[config.mk]
export PLATFORM = sky130hd
export DESIGN_NAME = led_status_drv
export DESIGN_NICKNAME = d
export VERILOG_FILES = /design/src/rtl/led_drv_pkg.sv /design/src/rtl/led_ctrl_reg.sv /design/src/rtl/led_sqe_window.sv /design/src/rtl/led_stretch.sv /design/src/rtl/led_status_drv.sv
export SDC_FILE = /design/constraint.sdc
export NUM_CORES = 1
export LEC_CHECK = 0
export ABC_AREA = 1
export BUFFER_PORTS_ARGS = -buffer_cell sky130_fd_sc_hd__buf_2
export CORE_MARGIN = 3
export CORE_UTILIZATION = 30
export CTS_CLUSTER_DIAMETER = 40
export DETAILED_ROUTE_END_ITERATION = 8
export HOLD_SLACK_MARGIN = 0.02
export SYNTH_ARGS = -nofsm -noshare
export SYNTH_HDL_FRONTEND = slang
export SYNTH_HIERARCHICAL = 1
export SYNTH_SLANG_ARGS = --single-unit
[constraint.sdc]
create_clock -name clk -period 3.98 [get_ports clk]
set_input_delay 0.597 -clock clk [delete_from_list [all_inputs] [get_ports clk]]
set_output_delay 0.597 -clock clk [all_outputs]
set_load 0.1 [all_outputs]
[src/rtl/led_drv_pkg.sv]
package led_drv_pkg;
    typedef enum logic [1:0] {S_DARK, S_LIT, S_HOLD} str_state_e;
    typedef enum logic {W_OPEN, W_MASK} win_state_e;

    localparam int NUM_EV   = 7;
    localparam int BIT_STAT = 15;
    localparam int BIT_POL  = 14;
    localparam int BIT_DIS  = 13;
    localparam int BIT_MPE  = 9;
    localparam int BIT_LFE  = 8;
    localparam int BIT_PSE  = 7;
    localparam int BIT_COL  = 0;

    localparam logic [31:0] CTRL_WMASK   = 32'h0000_63FF;
    localparam logic [31:0] CTRL_DEFAULT = 32'h0000_0090;
endpackage

[src/rtl/led_ctrl_reg.sv]
module led_ctrl_reg
    import led_drv_pkg::*;
(
    input  logic        clk,
    input  logic        hrst_n,
    input  logic        wr_en,
    input  logic [31:0] wr_data,
    output logic [31:0] ctrl_q
);
    always_ff @(posedge clk or negedge hrst_n) begin
        if (!hrst_n)
            ctrl_q <= CTRL_DEFAULT;
        else if (wr_en)
            ctrl_q <= wr_data & CTRL_WMASK;
    end
endmodule

[src/rtl/led_sqe_window.sv]
module led_sqe_window
    import led_drv_pkg::*;
#(
    parameter int WIN_CYC = 132
) (
    input  logic clk,
    input  logic hrst_n,
    input  logic clr,
    input  logic tx_done,
    output logic mask
);
    localparam int CW = $clog2(WIN_CYC + 1);
    localparam logic [CW-1:0] RELOAD = CW'(WIN_CYC - 1);

    win_state_e state_q, state_d;
    logic [CW-1:0] cnt_q, cnt_d;

    always_comb begin
        state_d = state_q;
        cnt_d   = cnt_q;
        unique case (state_q)
            W_OPEN: begin
                if (tx_done) begin
                    state_d = W_MASK;
                    cnt_d   = RELOAD;
                end
            end
            W_MASK: begin
                if (tx_done)
                    cnt_d = RELOAD;
                else if (cnt_q == '0)
                    state_d = W_OPEN;
                else
                    cnt_d = cnt_q - 1'b1;
            end
        endcase
        if (clr) begin
            state_d = W_OPEN;
            cnt_d   = '0;
        end
    end

    always_ff @(posedge clk or negedge hrst_n) begin
        if (!hrst_n) begin
            state_q <= W_OPEN;
            cnt_q   <= '0;
        end else begin
            state_q <= state_d;
            cnt_q   <= cnt_d;
        end
    end

    always_comb begin
        mask = tx_done || (state_q == W_MASK);
    end
endmodule

[src/rtl/led_stretch.sv]
module led_stretch
    import led_drv_pkg::*;
#(
    parameter int HOLD_CYC = 1650000
) (
    input  logic clk,
    input  logic hrst_n,
    input  logic clr,
    input  logic raw,
    input  logic pse,
    output logic active
);
    localparam int  CW   = $clog2(HOLD_CYC + 1);
    localparam bit  LONG = (HOLD_CYC >= 2);
    localparam logic [CW-1:0] RELOAD = LONG ? CW'(HOLD_CYC - 2) : '0;

    str_state_e state_q, state_d;
    logic [CW-1:0] cnt_q, cnt_d;

    always_comb begin
        state_d = state_q;
        cnt_d   = cnt_q;
        unique case (state_q)
            S_DARK: begin
                if (raw) state_d = S_LIT;
            end
            S_LIT: begin
                if (!raw) begin
                    if (pse && LONG) begin
                        state_d = S_HOLD;
                        cnt_d   = RELOAD;
                    end else begin
                        state_d = S_DARK;
                    end
                end
            end
            S_HOLD: begin
                if (raw)
                    state_d = S_LIT;
                else if (!pse || cnt_q == '0)
                    state_d = S_DARK;
                else
                    cnt_d = cnt_q - 1'b1;
            end
            default: state_d = S_DARK;
        endcase
        if (clr) begin
            state_d = S_DARK;
            cnt_d   = '0;
        end
    end

    always_ff @(posedge clk or negedge hrst_n) begin
        if (!hrst_n) begin
            state_q <= S_DARK;
            cnt_q   <= '0;
        end else begin
            state_q <= state_d;
            cnt_q   <= cnt_d;
        end
    end

    always_comb begin
        active = raw || (pse && (state_q != S_DARK));
    end
endmodule

[src/rtl/led_status_drv.sv]
module led_status_drv
    import led_drv_pkg::*;
#(
    parameter int CLK_MHZ     = 33,
    parameter int SQE_US      = 4,
    parameter int STRETCH_CYC = 1650000
) (
    input  logic        clk,
    input  logic        hrst_n,
    input  logic        srst_n,
    input  logic        stop,
    input  logic        wr_en,
    input  logic [31:0] wr_data,
    output logic [31:0] rd_data,
    input  logic [6:0]  ev_in,
    input  logic        tx_done,
    input  logic        link_pass,
    input  logic        fdx_on,
    input  logic        mp_mode,
    input  logic        mp_hit,
    output logic        led_o,
    output logic        led_oe
);
    localparam int SQE_CYC = CLK_MHZ * SQE_US;

    logic [31:0]       ctrl_q;
    logic              clr, sqe_mask, raw_or, pin_active;
    logic [NUM_EV-1:0] ev_eff;

    assign clr = !srst_n || stop;

    led_ctrl_reg u_reg (
        .clk     (clk),
        .hrst_n  (hrst_n),
        .wr_en   (wr_en),
        .wr_data (wr_data),
        .ctrl_q  (ctrl_q)
    );

    led_sqe_window #(.WIN_CYC(SQE_CYC)) u_win (
        .clk     (clk),
        .hrst_n  (hrst_n),
        .clr     (clr),
        .tx_done (tx_done),
        .mask    (sqe_mask)
    );

    for (genvar i = 0; i < NUM_EV; i++) begin : g_ev
        if (i == BIT_COL) begin : g_col
            assign ev_eff[i] = ev_in[i] && !sqe_mask && ctrl_q[i];
        end else begin : g_plain
            assign ev_eff[i] = ev_in[i] && ctrl_q[i];
        end
    end

    always_comb begin
        raw_or = (|ev_eff)
               || (ctrl_q[BIT_LFE] && link_pass && fdx_on)
               || (ctrl_q[BIT_MPE] && mp_mode && mp_hit);
    end

    led_stretch #(.HOLD_CYC(STRETCH_CYC)) u_str (
        .clk    (clk),
        .hrst_n (hrst_n),
        .clr    (clr),
        .raw    (raw_or),
        .pse    (ctrl_q[BIT_PSE]),
        .active (pin_active)
    );

    always_comb begin
        rd_data           = ctrl_q;
        rd_data[BIT_STAT] = raw_or;
    end

    always_comb begin
        unique case ({ctrl_q[BIT_DIS], ctrl_q[BIT_POL]})
            2'b00: begin led_o = 1'b0;       led_oe = pin_active; end
            2'b01: begin led_o = pin_active; led_oe = 1'b1;       end
            2'b10: begin led_o = 1'b0;       led_oe = 1'b0;       end
            2'b11: begin led_o = 1'b0;       led_oe = 1'b1;       end
        endcase
    end
endmodule

==> results of run 1 <==
[routing by layer]
metal	global-route usage, %	wire, µm	up-vias	part of all wire (%)
met1	14.79	2756	1138	46
met2	22.15	2871	55	48
li1	-	-	1305	-
met3	2.571	252	6	4.2
met4	2.988	70	0	1.2
met5	0	0	-	0
[power breakdown]
| part | total, W | switching (W) | internal, W |
|---|---|---|---|
| Combinational | 0.000313 | 0.000264 | 0.0000497 |
| Clock | 0.000357 | 0.000168 | 0.000189 |
| Sequential | 0.000476 | 0.0000132 | 0.000463 |
[layout make-up]
class	instances	area, µm²	share of cell area, %
repair buffers	43	215.2	6.809
inverters	41	153.9	4.869
multi-input cells	316	1438	45.49
clock inverters	3	46.29	1.465
clock buffers	5	68.82	2.177
flip-flops and latches	44	1104	34.92
well taps	108	135.1	4.276
[path summary, 6_finish.rpt]
check | startpoint | to | slack (ps) | cells after the start
hold / removal | hrst_n | u_str/cnt_q[14]$_DFFE_PN0P_ | 460 | 1
setup reg to reg | u_win/state_q$_DFF_PN0_ | u_str/cnt_q[11]$_DFFE_PN0P_ | 2090 | 13
setup / recovery | tx_done | led_oe | 1360 | 13
min in group clk | u_str/cnt_q[0]$_DFFE_PN0P_ | u_str/cnt_q[0]$_DFFE_PN0P_ | 480 | 2
hold reg to reg | u_str/cnt_q[0]$_DFFE_PN0P_ | u_str/cnt_q[0]$_DFFE_PN0P_ | 480 | 2
max in group asynchronous | hrst_n | u_str/cnt_q[4]$_DFFE_PN0P_ | 2890 | 1
[critical path, cell delays in order]
cell	delay [ps]
sky130_fd_sc_hd__buf_2	110
sky130_fd_sc_hd__inv_1	70
sky130_fd_sc_hd__nand2_1	110
sky130_fd_sc_hd__inv_1	70
sky130_fd_sc_hd__nand3_1	60
sky130_fd_sc_hd__nand2_1	60
sky130_fd_sc_hd__inv_1	40
sky130_fd_sc_hd__nand3_1	110
sky130_fd_sc_hd__inv_1	100
sky130_fd_sc_hd__nand2_1	80
sky130_fd_sc_hd__inv_1	60
sky130_fd_sc_hd__o21ai_1	110
sky130_fd_sc_hd__buf_2	430
[state kept, by name, indices dropped and copies added (netlist names)]
register       cells
u_reg/ctrl_q      12
u_win/state_q      1
u_str/state_q      2
u_str/cnt_q       21
u_win/cnt_q        8
[metrics by stage]
step | hold WS, ps | instance area (µm²)
finish | 455.4 | 3161
global route | 477.6 | 3161
CTS | 462.3 | 3161
detailed placement | 459.9 | 3045
global placement | 454.9 | 3045
floorplan | 301.4 | 2898
==> results.py, run 1 <==
metrics = {
    "cts": {
        "post-cts-setup-buffer-count": 0,
        "clock_tree_from_tritoncts": "yes",
        "cts_root_buffer": "sky130_fd_sc_hd__clkbuf_8",
        "cts-htree-levels": 2,
        "post_cts_resized": 0,
        "clock_latency_ps": 300,
        "clock_tree.buffer_depth": 2,
        "hold_buffers": 0,
        "cts.sinks": 44,
        "worst_setup_hold_path_clk_slew_ps": 80,
        "number_of_buffers_inserted_during_clock_tree_synthesis": 5,
    },
    "placement": {
        "routabilityCongestion": 0.8055,
        "detailedPlace.worstSlack_ps": 1357,
        "place.port_buffers": 43,
        "detailed_place_hpwl_um": 4391,
        "dp_cells": 552,
    },
    "global_route": {
        "grt_pass1_vias": 2348,
        "grt.total_usage_pct": 12.25,
        "global_route_wire_length_before_repair_um": 10600,
        "grt_antenna_before_repair": 0,
        "grt-ovfl-total": 0,
        "grt_max_degree": 45,
    },
    "cells_and_area": {
        "post_route_cells_drive_above_1_share_pct": 15.93,
        "diodes": 0,
        "final_common_cell": "sky130_fd_sc_hd__nand2_1",
        "area_added_between_synthesis_and_finish_pct": 11.87,
        "mostFrequentLayoutCells": "166 x sky130_fd_sc_hd__nand2_1, 43 x sky130_fd_sc_hd__buf_2, 42 x sky130_fd_sc_hd__dfrtp_1",
        "layout.core_utilization_pct": 35.38,
        "fin_nets": 504,
        "num-fill-cells": 976,
        "finalNonFillerCells": 560,
    },
    "pwr": {
        "power_density_mw_per_mm2": 362.7,
        "fin_total_pwr_w": 0.001146,
        "power_leakage_nw": 1.858,
        "ir_worst_vdd_mv": 0.1889,
    },
    "route": {
        "wire_length_after_detailed_routing_um": 5951,
        "routed-via-count": 2504,
        "detail_route.vias_per_cell": 4.471,
        "drt-pass1-iter-count": 4,
        "antenna_violating_nets_post_route": 0,
        "route.detailed.drc": 0,
        "drt_first_iter_violations": 104,
        "avgRoutedWirePerCell_um": 10.63,
    },
    "timing": {
        "final-max-slew-violation-count": 0,
        "finalHoldViolations": 0,
        "tightest_slew_ps": 1005,
        "relSlewSlack_pct": 33.03,
        "maxClockFrequency_ghz": 0.3823,
        "final.period_utilization_pct": 65.73,
        "setup_repair_after_global_routing_missed_its_margin": "false",
        "post-route-worst-setup-slack_ps": 1364,
        "post-route-min-period_ps": 2616,
        "setup-violations-final": 0,
        "finClkSkew_ps": 10.80,
        "fin_tns_setup_ps": 0,
    },
    "floorplanning": {
        "area_of_the_die_mm2": 0.01062,
        "rows": 34,
        "io-pin-count": 83,
        "initial_core_util_pct": 31.62,
        "die_height_um": 103.0,
        "fp.coreArea_mm2": 0.008934,
        "fp.dieW_um": 103.0,
    },
    "worst_hold_path": {
        "hold_path_class": "primary input to async pin",
    },
    "critical_path": {
        "worst-path-max-fanout": 4,
        "critical_path_class": "primary input to primary output",
        "critPathCaptureType": "primary output",
        "cp.required_ps": 3380,
        "worstPathArrival_ps": 2020,
        "startpoint_class_of_the_critical_path": "primary input",
    },
    "yosys": {
        "netlist_area_mm2": 0.002825,
        "post_synth.cell_area_avg_um2": 6.925,
        "synthesis.instances": 408,
        "yosysWarningCount": 6,
    },
    "job": {
        "cap_viol_max_count": 0,
    },
    "status": {
        "status": "finished clean",
    },
}
No activity file was read; power rests on OpenSTA's default activity.
==> run 2, diff against run 1 <==
Clock period 3.98 ns to 2.1 ns, I/O delays scaled along.
==> run 2 against run 1 <==
  * Worst setup slack worse by 1300 ps
  * Non-clock buffer count grew 8
  * Die area is the same
  * Clock power increased by 95%
  * Wire length increased by 2.2%
  * Via count increased by 0.32%
  * Core utilization is 2.1 points higher
  * Critical endpoint is now led_o
  * First-iteration DRC count rose by 30%
  * Final cell count grew 1.4%
  * Total power rose by 97%
==> results.py, run 2 (synthesis results as in run 1) <==
metrics = {
    "placement": {
        "place.port_buffers": 43,
        "detailedPlace.worstSlack_ps": 177.7,
        "dpl_cell_area_mm2": 0.003164,
        "detailed_place_hpwl_um": 4589,
        "routabilityCongestion": 0.8415,
        "dp_cells": 556,
    },
    "cells_and_area": {
        "diodes": 0,
        "post_route_cells_drive_above_1_share_pct": 21.52,
        "mostFrequentLayoutCells": "162 x sky130_fd_sc_hd__nand2_1, 40 x sky130_fd_sc_hd__nor2_1, 40 x sky130_fd_sc_hd__buf_2",
        "seq_area_mm2": 0.001117,
        "final_common_cell": "sky130_fd_sc_hd__nand2_1",
        "multi_input_comb_area_mm2": 0.001483,
        "finalNonFillerCells": 568,
        "largest_registers": "u_str/cnt_q (21), u_reg/ctrl_q (12), u_win/cnt_q (8)",
        "area_added_between_synthesis_and_finish_pct": 18.51,
        "num-fill-cells": 929,
        "max_reg_flops": 21,
        "fin_nets": 512,
        "max_flop_register": "u_str/cnt_q",
        "post-route-cell-area_mm2": 0.003348,
    },
    "route": {
        "drt_first_iter_violations": 135,
        "avgRoutedWirePerCell_um": 10.71,
        "wire_length_after_detailed_routing_um": 6082,
        "drt-pass1-iter-count": 4,
        "m1_wl_um": 2790,
        "routed-via-count": 2512,
        "highest_layer": "met4",
        "met3_wire_length_um": 285,
        "met2_wire_length_um": 2938,
        "detail_route.vias_per_cell": 4.423,
        "route.detailed.drc": 0,
        "antenna_violating_nets_post_route": 0,
    },
    "timing": {
        "finClkSkew_ps": 7.975,
        "finalHoldViolations": 0,
        "final-max-slew-violation-count": 0,
        "post-route-min-period_ps": 2047,
        "maxClockFrequency_ghz": 0.4886,
        "setup-violations-final": 0,
        "post-route-worst-setup-slack_ps": 53.24,
        "final.period_utilization_pct": 97.46,
        "setup_repair_after_global_routing_missed_its_margin": "true",
    },
    "pwr": {
        "seqPwrFrac_pct": 40.3,
        "power.switching_w": 0.0008508,
        "fin_total_pwr_w": 0.002258,
        "combinationalPowerShare_pct": 28.9,
        "clock_power_share_pct": 30.8,
        "power_leakage_nw": 1.919,
        "ir_worst_vdd_mv": 0.3058,
        "netSwitchingFraction_pct": 37.67,
        "power_density_mw_per_mm2": 674.5,
        "p_int_w": 0.001408,
    },
    "critical_path": {
        "reg2reg_depth": 10,
        "worstPathArrival_ps": 1730,
        "startpoint_class_of_the_critical_path": "flip-flop",
        "critical_path_class": "flip-flop to primary output",
        "worst-path-max-fanout": 4,
        "critPathCaptureType": "primary output",
        "cp.required_ps": 1780,
    },
    "global_route": {
        "grt-ovfl-total": 0,
        "grt_max_degree": 24,
        "grt_antenna_before_repair": 0,
        "global_route_wire_length_before_repair_um": 10690,
        "grt_pass1_vias": 2364,
        "grt.total_usage_pct": 12.50,
    },
    "worst_hold_path": {
        "hold_path_class": "primary input to flip-flop",
        "holdPathStages": 3,
    },
    "cts": {
        "cts-htree-levels": 2,
        "clock_tree.buffer_depth": 2,
        "clock_tree_from_tritoncts": "yes",
        "cts.sinks": 44,
        "worst_setup_hold_path_clk_slew_ps": 90,
        "clock_latency_ps": 300,
        "cts_root_buffer": "sky130_fd_sc_hd__clkbuf_8",
        "number_of_buffers_inserted_during_clock_tree_synthesis": 5,
    },
    "floorplanning": {
        "rows": 34,
        "io-pin-count": 83,
        "die_height_um": 103.0,
        "fp.dieW_um": 103.0,
        "area_of_the_die_mm2": 0.01062,
        "initial_core_util_pct": 31.62,
        "fp.coreArea_mm2": 0.008934,
    },
    "status": {
        "status": "finished clean",
    },
    "job": {
        "cap_viol_max_count": 0,
    },
}
run 2: cell count changes in the layout (fill, tap and decap cells not counted), sizes merged:
cell and delta:
clkinvlp -1, clkbuf +1, buf +7, dlygate4sd3 +1, inv -1, clkinv +1
run 2: metrics by stage:
| stage | setup TNS (ps) | utilization (%) | hold slack, ps |
|---|---|---|---|
| 2_1_floorplan | -264.8 | - | 19.41 |
| 3_3_place_gp | 0 | 35.42 | 180.2 |
| 3_5_place_dp | 0 | 35.42 | 178.4 |
| 4_1_cts | 0 | 36.92 | 194.6 |
| 5_1_grt | -52.66 | 37.48 | 195.3 |
| 6_report | 0 | 37.48 | 209.1 |
run 2: power by group through the flow:
stage          logic [W]  registers [W]  clock network [W]
2_1_floorplan   0.000387        0.00107                  0
3_3_place_gp    0.000638       0.000925                  0
3_5_place_dp    0.000642       0.000925                  0
4_1_cts         0.000644       0.000909           0.000724
5_1_grt         0.000699       0.000915           0.000757
6_report        0.000653       0.000910           0.000696
run 2: area by class of cell:
| cell class | instances | share of cell area [%] |
|---|---|---|
| repair buffers | 51 | 10.01 |
| well taps | 108 | 4.036 |
| clock buffers | 6 | 2.466 |
| clock inverters | 2 | 1.158 |
| multi-input cells | 316 | 44.28 |
| inverters | 41 | 4.671 |
| flip-flops and latches | 44 | 33.37 |
run 2: path summary, 6_finish.rpt:
kind | start | end | slack, ps
max | u_reg/ctrl_q[4]$_DFFE_PN1P_ | led_o | 50
min | wr_data[4] | u_reg/ctrl_q[4]$_DFFE_PN1P_ | 210
max reg2reg | u_reg/ctrl_q[4]$_DFFE_PN1P_ | u_str/cnt_q[0]$_DFFE_PN0P_ | 330
min reg2reg | u_str/cnt_q[1]$_DFFE_PN0P_ | u_str/cnt_q[1]$_DFFE_PN0P_ | 480
max in group asynchronous | hrst_n | u_reg/ctrl_q[7]$_DFFE_PN1P_ | 1190
min in group asynchronous | hrst_n | u_str/cnt_q[15]$_DFFE_PN0P_ | 390
run 2: metal layers:
| layer | vias to the layer above | GRT usage [%] |
|---|---|---|
| met2 | 68 | 21.46 |
| li1 | 1326 | - |
| met3 | 5 | 2.503 |
| met5 | - | 0 |
| met4 | 0 | 3.685 |
| met1 | 1113 | 15.87 |
run 2: critical path, cell delays in order (launching register included):
cell and delay [ps]:
sky130_fd_sc_hd__dfstp_4 630, sky130_fd_sc_hd__nand2_2 50, sky130_fd_sc_hd__nand2_2 60, sky130_fd_sc_hd__nor2_2 40
sky130_fd_sc_hd__nand3_2 70, sky130_fd_sc_hd__inv_2 60, sky130_fd_sc_hd__nand2_2 80, sky130_fd_sc_hd__inv_4 50
sky130_fd_sc_hd__nor3_4 190, sky130_fd_sc_hd__buf_12 200
run 2: timing repair:
item,in CTS,in global routing
hold buffers,1,0
resized for setup,1,10
buffers inserted,0,3
setup endpoints to repair,2,2
hold endpoints to repair,6,0
pin swaps,1,5
